File: src/rtl/dbg_pkg.sv
// Package: shared encodings for the debug command engine.
// Assumes 16-bit link words and 17-bit responses (bit 16 = status flag).
package dbg_pkg;
    localparam int WORD_W = 16;
    localparam int RESP_W = 17;
    localparam int LONG_W = 32;
    localparam int SEL_W  = 5;

    localparam logic [3:0] OP_READ  = 4'h2;
    localparam logic [3:0] OP_WRITE = 4'h3;

    localparam logic [RESP_W-1:0] RSP_IDLE      = 17'h00000;
    localparam logic [RESP_W-1:0] RSP_NOT_READY = 17'h10000;
    localparam logic [RESP_W-1:0] RSP_ILLEGAL   = 17'h1FFFF;
    localparam logic [RESP_W-1:0] RSP_WR_DONE   = 17'h0FFFF;
    localparam logic [RESP_W-1:0] RSP_BUS_ERR   = 17'h10001;

    localparam logic [3:0] LVL_NONE = 4'h0;
    localparam logic [3:0] LVL_ONE  = 4'h1;
    localparam logic [3:0] LVL_TWO  = 4'h2;

    typedef enum logic [1:0] {ST_CMD, ST_OPER, ST_EXEC, ST_MS} seq_state_t;
    typedef enum logic [1:0] {JOB_NONE, JOB_READ, JOB_WRITE} job_t;

    typedef struct packed {
        logic [3:0] lvl;
        logic       fof;
        logic       trg;
        logic       halt;
        logic       bkpt;
    } evt_t;
endpackage

File: src/rtl/dbg_csr.sv
// Module: configuration/status register with sticky event bits.
// Holds the level code, four sticky flags and a writable control half.
// Assumes rd_clr is a one-cycle pulse at read completion, after the caller
// has sampled csr_value; event pulses take priority over that clear.
module dbg_csr
    import dbg_pkg::*;
#(
    parameter int CTRL_W = 16
) (
    input  logic              clk,
    input  logic              rst_n,
    input  logic              bp1_hit,
    input  logic              bp2_hit,
    input  logic              ev_fault,
    input  logic              ev_halt,
    input  logic              ev_bkpt,
    input  logic              rd_clr,
    input  logic              ctrl_we,
    input  logic [CTRL_W-1:0] ctrl_wdata,
    output logic [LONG_W-1:0] csr_value
);
    localparam int GAP_W = LONG_W - 8 - CTRL_W;

    evt_t              evt_q, evt_n;
    logic [CTRL_W-1:0] ctrl_q;
    logic              l2_en;

    assign l2_en = ctrl_q[0];

    // Next event state: conditional clear first, then pulses override.
    always_comb begin
        evt_n = evt_q;
        if (rd_clr) begin
            evt_n.fof  = 1'b0;
            evt_n.trg  = 1'b0;
            evt_n.halt = 1'b0;
            evt_n.bkpt = 1'b0;
            if (evt_q.lvl == LVL_TWO || (evt_q.lvl == LVL_ONE && !l2_en))
                evt_n.lvl = LVL_NONE;
        end
        if (ev_fault)            evt_n.fof  = 1'b1;
        if (ev_halt)             evt_n.halt = 1'b1;
        if (ev_bkpt)             evt_n.bkpt = 1'b1;
        if (bp1_hit || bp2_hit)  evt_n.trg  = 1'b1;
        if (bp2_hit)
            evt_n.lvl = LVL_TWO;
        else if (bp1_hit && evt_n.lvl != LVL_TWO)
            evt_n.lvl = LVL_ONE;
    end

    // Event state register.
    always_ff @(posedge clk) begin
        if (!rst_n) evt_q <= '0;
        else        evt_q <= evt_n;
    end

    // Control half register, loaded by debug writes.
    always_ff @(posedge clk) begin
        if (!rst_n)       ctrl_q <= '0;
        else if (ctrl_we) ctrl_q <= ctrl_wdata;
    end

    assign csr_value = {evt_q, {GAP_W{1'b0}}, ctrl_q};

    // a halt pulse always leaves the flag set, even during a read-clear.
    p_set_wins_r11: assert property (@(posedge clk) disable iff (!rst_n)
        ev_halt |=> csr_value[25]);

    // a read-clear without a new fault pulse leaves fault-on-fault clear.
    p_flag_clear_r9: assert property (@(posedge clk) disable iff (!rst_n)
        (rd_clr && !ev_fault) |=> !csr_value[27]);

    // level-2 code survives anything but a read-clear.
    p_level_two_holds_r12: assert property (@(posedge clk) disable iff (!rst_n)
        (csr_value[31:28] == LVL_TWO && !rd_clr) |=> (csr_value[31:28] == LVL_TWO));
endmodule

File: src/rtl/dbg_wregs.sv
// Module: bank of plain writable debug registers.
// Register i answers to selector i+1; selector 0 belongs to the status register.
// Assumes we is already qualified by bus-error and selector range checks.
module dbg_wregs
    import dbg_pkg::*;
#(
    parameter int NUM_REG = 3
) (
    input  logic                           clk,
    input  logic                           rst_n,
    input  logic                           we,
    input  logic [SEL_W-1:0]               sel,
    input  logic [LONG_W-1:0]              wdata,
    output logic [NUM_REG-1:0][LONG_W-1:0] regs
);
    for (genvar i = 0; i < NUM_REG; i++) begin : g_reg
        // One register, loaded when its selector is written.
        always_ff @(posedge clk) begin
            if (!rst_n)
                regs[i] <= '0;
            else if (we && sel == SEL_W'(i + 1))
                regs[i] <= wdata;
        end
    end

    // no register moves without a qualified write strobe.
    p_hold_without_we_r6: assert property (@(posedge clk) disable iff (!rst_n)
        !we |=> $stable(regs));
endmodule

File: src/rtl/dbg_cmd_seq.sv
// Module: command sequencer for the debug word link.
// Decodes command words, gathers write operands, times execution and stages
// the response word returned on the next transfer.
// Assumes EXEC_LAT >= 2 so the word right after a command sees NOT READY.
module dbg_cmd_seq
    import dbg_pkg::*;
#(
    parameter int EXEC_LAT = 4,
    parameter int NUM_WREG = 3
) (
    input  logic              clk,
    input  logic              rst_n,
    input  logic              in_valid,
    input  logic [WORD_W-1:0] in_word,
    input  logic              bus_err,
    input  logic [LONG_W-1:0] csr_value,
    output logic              resp_valid,
    output logic [RESP_W-1:0] resp_word,
    output logic              csr_rd_clr,
    output logic              csr_we,
    output logic              wr_en,
    output logic [SEL_W-1:0]  wr_sel,
    output logic [LONG_W-1:0] wr_data
);
    localparam int CNT_W = $clog2(EXEC_LAT + 1);

    seq_state_t         state;
    job_t               job;
    logic [CNT_W-1:0]   cnt;
    logic [1:0]         oper_cnt;
    logic [SEL_W-1:0]   sel_q;
    logic [LONG_W-1:0]  data_q;
    logic [WORD_W-1:0]  ls_hold;
    logic [RESP_W-1:0]  slot;

    logic [3:0]         opcode;
    logic [SEL_W-1:0]   cmd_sel;
    logic               exec_done;
    logic               sel_ok;
    logic               write_go;

    assign opcode    = in_word[15:12];
    assign cmd_sel   = in_word[SEL_W-1:0];
    assign exec_done = (state == ST_EXEC) && (cnt == CNT_W'(1));
    assign sel_ok    = (sel_q == '0) || (int'(sel_q) <= NUM_WREG);
    assign write_go  = exec_done && (job == JOB_WRITE) && sel_ok && !bus_err;

    assign csr_we     = write_go && (sel_q == '0);
    assign wr_en      = write_go && (sel_q != '0);
    assign wr_sel     = sel_q;
    assign wr_data    = data_q;
    assign csr_rd_clr = exec_done && (job == JOB_READ);

    // Response register: every transfer returns the previously staged word.
    always_ff @(posedge clk) begin
        if (!rst_n) begin
            resp_valid <= 1'b0;
            resp_word  <= RSP_IDLE;
        end else begin
            resp_valid <= in_valid;
            if (in_valid) resp_word <= slot;
        end
    end

    // Sequencer: decode, operand gathering, execution timing, result staging.
    always_ff @(posedge clk) begin
        if (!rst_n) begin
            state    <= ST_CMD;
            job      <= JOB_NONE;
            cnt      <= '0;
            oper_cnt <= '0;
            sel_q    <= '0;
            data_q   <= '0;
            ls_hold  <= '0;
            slot     <= RSP_IDLE;
        end else begin
            unique case (state)
                ST_CMD: begin
                    if (in_valid) begin
                        if (opcode == OP_READ) begin
                            if (cmd_sel == '0) begin
                                state <= ST_EXEC;
                                job   <= JOB_READ;
                                cnt   <= CNT_W'(EXEC_LAT);
                                slot  <= RSP_NOT_READY;
                            end else begin
                                slot  <= RSP_ILLEGAL;
                            end
                        end else if (opcode == OP_WRITE) begin
                            state    <= ST_OPER;
                            oper_cnt <= '0;
                            slot     <= RSP_NOT_READY;
                        end else begin
                            slot <= RSP_ILLEGAL;
                        end
                    end
                end
                ST_OPER: begin
                    if (in_valid) begin
                        if (oper_cnt == 2'd1)
                            sel_q <= in_word[SEL_W-1:0];
                        if (oper_cnt >= 2'd2)
                            data_q <= {data_q[WORD_W-1:0], in_word};
                        oper_cnt <= oper_cnt + 2'd1;
                        if (oper_cnt == 2'd3) begin
                            state <= ST_EXEC;
                            job   <= JOB_WRITE;
                            cnt   <= CNT_W'(EXEC_LAT);
                        end
                    end
                end
                ST_EXEC: begin
                    cnt <= cnt - CNT_W'(1);
                    if (exec_done) begin
                        job <= JOB_NONE;
                        if (job == JOB_READ) begin
                            slot    <= {1'b0, csr_value[LONG_W-1:WORD_W]};
                            ls_hold <= csr_value[WORD_W-1:0];
                            state   <= ST_MS;
                        end else begin
                            if (!sel_ok)      slot <= RSP_ILLEGAL;
                            else if (bus_err) slot <= RSP_BUS_ERR;
                            else              slot <= RSP_WR_DONE;
                            state <= ST_CMD;
                        end
                    end
                end
                ST_MS: begin
                    if (in_valid) begin
                        slot  <= {1'b0, ls_hold};
                        state <= ST_CMD;
                    end
                end
                default: state <= ST_CMD;
            endcase
        end
    end

    // one response follows each accepted word, and none otherwise.
    p_resp_per_word_r2: assert property (@(posedge clk) disable iff (!rst_n)
        in_valid |=> resp_valid);
    p_no_spurious_resp_r2: assert property (@(posedge clk) disable iff (!rst_n)
        !in_valid |=> !resp_valid);

    // words arriving during execution are answered NOT READY.
    p_busy_not_ready_r5: assert property (@(posedge clk) disable iff (!rst_n)
        (state == ST_EXEC && in_valid) |=> (resp_word == RSP_NOT_READY));

    // a read of a non-status selector stages ILLEGAL and starts nothing.
    p_bad_read_illegal_r4: assert property (@(posedge clk) disable iff (!rst_n)
        (state == ST_CMD && in_valid && opcode == OP_READ && cmd_sel != '0)
        |=> (slot == RSP_ILLEGAL && state == ST_CMD));

    // a bus error at completion blocks every register write.
    p_buserr_no_commit_r7: assert property (@(posedge clk) disable iff (!rst_n)
        (exec_done && bus_err) |-> !(wr_en || csr_we));

    // at most one of read-clear, status write and bank write per cycle.
    p_single_action_r6: assert property (@(posedge clk) disable iff (!rst_n)
        $onehot0({wr_en, csr_we, csr_rd_clr}));
endmodule

File: src/rtl/dbg_cmd_engine.sv
// Module: top of the debug register access command handler.
// Joins the sequencer, the status register and the plain register bank.
// Assumes the host paces words itself; words sent while busy are dropped.
module dbg_cmd_engine
    import dbg_pkg::*;
#(
    parameter int EXEC_LAT = 4,
    parameter int NUM_WREG = 3
) (
    input  logic                            clk,
    input  logic                            rst_n,
    input  logic                            in_valid,
    input  logic [15:0]                     in_word,
    input  logic                            bus_err,
    input  logic                            bp1_hit,
    input  logic                            bp2_hit,
    input  logic                            ev_fault,
    input  logic                            ev_halt,
    input  logic                            ev_bkpt,
    output logic                            resp_valid,
    output logic [16:0]                     resp_word,
    output logic [NUM_WREG-1:0][31:0]       wreg_q
);
    localparam int CTRL_W = 16;

    logic [LONG_W-1:0] csr_value;
    logic              csr_rd_clr;
    logic              csr_we;
    logic              wr_en;
    logic [SEL_W-1:0]  wr_sel;
    logic [LONG_W-1:0] wr_data;

    dbg_cmd_seq #(
        .EXEC_LAT (EXEC_LAT),
        .NUM_WREG (NUM_WREG)
    ) u_seq (
        .clk        (clk),
        .rst_n      (rst_n),
        .in_valid   (in_valid),
        .in_word    (in_word),
        .bus_err    (bus_err),
        .csr_value  (csr_value),
        .resp_valid (resp_valid),
        .resp_word  (resp_word),
        .csr_rd_clr (csr_rd_clr),
        .csr_we     (csr_we),
        .wr_en      (wr_en),
        .wr_sel     (wr_sel),
        .wr_data    (wr_data)
    );

    dbg_csr #(
        .CTRL_W (CTRL_W)
    ) u_csr (
        .clk        (clk),
        .rst_n      (rst_n),
        .bp1_hit    (bp1_hit),
        .bp2_hit    (bp2_hit),
        .ev_fault   (ev_fault),
        .ev_halt    (ev_halt),
        .ev_bkpt    (ev_bkpt),
        .rd_clr     (csr_rd_clr),
        .ctrl_we    (csr_we),
        .ctrl_wdata (wr_data[CTRL_W-1:0]),
        .csr_value  (csr_value)
    );

    dbg_wregs #(
        .NUM_REG (NUM_WREG)
    ) u_wregs (
        .clk   (clk),
        .rst_n (rst_n),
        .we    (wr_en),
        .sel   (wr_sel),
        .wdata (wr_data),
        .regs  (wreg_q)
    );
endmodule

File: config.mk
export PLATFORM = sky130hd
export DESIGN_NAME = dbg_cmd_engine
export DESIGN_NICKNAME = d
export VERILOG_FILES = /design/src/rtl/dbg_pkg.sv /design/src/rtl/dbg_csr.sv /design/src/rtl/dbg_wregs.sv /design/src/rtl/dbg_cmd_seq.sv /design/src/rtl/dbg_cmd_engine.sv
export SDC_FILE = /design/constraint.sdc
export NUM_CORES = 1
export LEC_CHECK = 0
export BUFFER_PORTS_ARGS = -buffer_cell sky130_fd_sc_hd__buf_2
export CORE_MARGIN = 2
export CORE_UTILIZATION = 53
export CTS_BUF_LIST = sky130_fd_sc_hd__clkbuf_4 sky130_fd_sc_hd__clkbuf_8
export DETAILED_ROUTE_END_ITERATION = 10
export GPL_ROUTABILITY_DRIVEN = 0
export GPL_TIMING_DRIVEN = 1
export PLACE_DENSITY = 0.87
export SLEW_MARGIN = 20
export SYNTH_ARGS = -nofsm -noshare
export SYNTH_HDL_FRONTEND = slang
export SYNTH_HIERARCHICAL = 1
export SYNTH_SLANG_ARGS = --single-unit
File: constraint.sdc
create_clock -name clk -period 2.6 [get_ports clk]
set_clock_uncertainty 0.2 [all_clocks]
set_input_delay 0.13 -clock clk [delete_from_list [all_inputs] [get_ports clk]]
set_output_delay 0.13 -clock clk [all_outputs]
set_load 0.02 [all_outputs]
==> summary.md <==
| Metric | Value |
|---|---|
| RR Startpoint | u_seq/cnt[1] |
| Hold path cells | 4 |
| Antenna violations before repair | 0 |
| Non-Filler Instances | 1321 |
| HPWL after detailed placement | 14000 um |
| Initial DRC count | 489 |
| DRC violations left | 0 |
| Flop2flop setup slack | roughly 0.16 ns |
| CP Capture Type | flop |
| Cell Area, Synth | around 0.009 mm2 |
| First drt pass iteration count | 5 |
| Area growth, synth to finish | 20.6% |
| Cell area after layout | 0.0106 mm2 |
| Final-report setup violation count | 0 |
| WL/cell | 16.2 um |
| ANT cells | 0 |
| Routed WL | 21400 um |
| Area after DPL | 0.00960 mm2 |
| Max Freq | approximately 0.41 GHz |
| Maxcap violations | 0 |
| Fin crit period | 2.44 ns |
| Worst min path class | input pin to flop |
| Worst-Skew Late Latency | 0.50 ns |
| Layout fillers | 1254 |
| Synthesized instance count | around 920 |
| Most frequent cells in the layout | nand2_1, dfxtp_1, mux2i_1, buf_2, a21boi_0 |
| Port bufs | 138 |
| Hold Fails Final Rpt | 0 |
| TritonCTS buffer count | 35 |
| Status | completed |
| Worst-Margin Slew | approximately 0.58 ns |
| Avg Cell Area, Syn | ~9.6 um2 |
| Critical-path maximum fanout | 16 |
| Rows | 47 |
| Share of layout cells above drive strength 1 | 21.4% |
| CTS clk-pin slew, worst paths | 0.06 ns |
| Total GRT Usage | 23.1% |
| Vias in the first global route | 6747 |
| Hold Path Sink | u_seq/slot[16] |
| Hold_ws | about 0.031 ns |
| Reg2reg end | u_wregs/regs[80] |
| Antenna Nets Post-Route | 0 |
| Most common cell after layout, fill and taps aside | nand2_1 |
| Post-DR vias/cell | roughly 5.3 |
| Die Area | 0.0177 mm2 |
| Power Density | 645 mW/mm2 |
| Slew HR | about 62% |
| Synth Warn # | 6 |
| Worst Min Path Start | bus_err |
| GRT overflow | 0 |
| R2R depth | 10 |
| Max-slew violation count | 0 |
| H-tree levels | 2 |
| Largest net degree at the start of global routing | 85 |
| CTS sink cnt | roughly 220 |
| Flops & latches, synth | 217 |
| Crit start category | flop |
| Post-synth top flop | dfxtp_1 |
| Multi-input gate area | 0.00403 mm2 |
| Worst EP arrival | roughly 2.6 ns |
| Max Buffers Root-to-Sink | 3 |
| Io pins | 139 |
| Sequential share of the synthesized area | 49.2% |
| Fin crit share | 94.0% |
| Die W | 133 um |
| Leak | 4.64 nW |
| First-pass GRT wire length | about 34000 um |
| Cell count after placement | 1232 |
| Via count | approximately 7000 |
| Chip Height | about 130 um |
| Critical path type | flop to flop |
| Asr flop ratio synth | 0% |
| Fin nets | 1112 |
| Setup TNS | 0 ns |
| TritonCTS clock tree | built |
| Root Buffer | clkbuf_8 |
| VDD IR max | 0.547 mV |
| Post-synth EDFFs | 0 |
| Starting density of the core | 53.8% |
| Core Util, Final | 64.9% |
| CP required | 2.79 ns |
| Register area | 0.00434 mm2 |
| Core area | 0.0164 mm2 |
| Count of different cell masters after synthesis | 57 |
## flip-flops by register name, indices dropped and copies added (netlist names)
name and count:
u_seq/cnt 3, u_seq/wr_sel 5, u_wregs/regs 96, u_seq/ls_hold 16
u_seq/slot 17, u_seq/resp_valid 1, u_seq/job 2, u_seq/wr_data 32
u_seq/oper_cnt 2, u_csr/csr_value 8, u_csr/ctrl_q 16, u_seq/resp_word 17
u_seq/state 2
## worst max-delay path by stage
stage                        start                   to  slack (ns)  cells after the start
floorplan           u_seq/state[0]  u_csr/csr_value[28]        0.17                     10
finish                u_seq/cnt[1]     u_wregs/regs[80]        0.16                     10
global route          u_seq/cnt[1]     u_wregs/regs[80]      -0.004                     10
detailed placement    u_seq/cnt[1]     u_wregs/regs[73]        0.16                     10
CTS                   u_seq/cnt[1]     u_wregs/regs[69]        0.13                     10
global placement      u_seq/cnt[1]     u_wregs/regs[65]        0.30                     10
## critical path, stage by stage, from the launching register on
cell      delay, ns
dfxtp_1        0.32
inv_1          0.07
ha_1           0.14
nand2b_1       0.15
nor3b_2        0.21
nand3_1        0.14
nor2_1         0.15
nor4b_4        0.25
and3_4         0.28
buf_12         0.19
mux2i_1        0.25
## per-layer routing
| layer | global-route usage [%] | up-vias | wire [um] | part of all wire, % |
|---|---|---|---|---|
| li1 | - | 3389 | - | - |
| met1 | 29.7 | 3331 | 9210 | 43 |
| met2 | 39.0 | 258 | 10200 | 48 |
| met3 | 4.25 | 48 | 1410 | 6.6 |
| met4 | 8.72 | 0 | 601 | 2.8 |
| met5 | 0 | - | 0 | 0 |
## synth_stat cells, types with 5 or more instances
cell type	count	area [um2]
nor2_1	7	26.3
mux2i_1	140	1400
a21boi_0	50	375
clkbuf_1	39	146
inv_1	8	30.0
nand2b_1	8	50.1
a41oi_1	16	140
nor2b_1	41	257
buf_2	6	30.0
nor3_1	5	25.0
buf_4	12	90.1
o21ai_0	36	180
buf_8	6	90.1
dfxtp_1	217	4340
ha_1	11	138
nand2_1	252	946
## cells by family after synthesis
kind of cell | synth area share [%]
adder cells (fa/ha/maj) | 1.56
AND/OR/NAND/NOR | 17.3
AO/OA/AOI/OAI | 10.4
other | 0.0425
multiplexers | 15.9
buffers and inverters | 5.63
flip-flops | 49.2
## report_power, final
group | internal [mW] | total [mW] | leakage [nW] | switching [mW]
combinational | 0.174 | 0.402 | 2.49 | 0.229
sequential | 3.39 | 3.43 | 1.76 | 0.0391
clock | 1.74 | 3.03 | 0.392 | 1.28
## metrics by stage
| stage | setup slack, ns | total power [mW] |
|---|---|---|
| 4_1_cts | 0.131 | 6.91 |
| 5_1_grt | -0.00378 | 7.12 |
| 2_1_floorplan | 0.175 | 3.76 |
| 3_3_place_gp | 0.299 | 3.87 |
| 6_report | 0.157 | 6.86 |
| 3_5_place_dp | 0.161 | 3.87 |
## area by class of cell
class	instances	share of cell area [%]
inverter	9	0.317
timing repair buffer	186	11.4
clock inverter	4	0.270
tap	220	2.59
sequential	217	40.8
clock buffer	58	6.74
multi-input combinational	627	37.8
## what timing repair did
action | CTS | global route
hold buffers | 26 | 0
buffers inserted | 0 | 0
endpoints found under the hold margin | 74 | 0
resized for setup | 0 | 2
endpoints found under the setup margin | 0 | 29
Power figures use the tool's default switching activity.
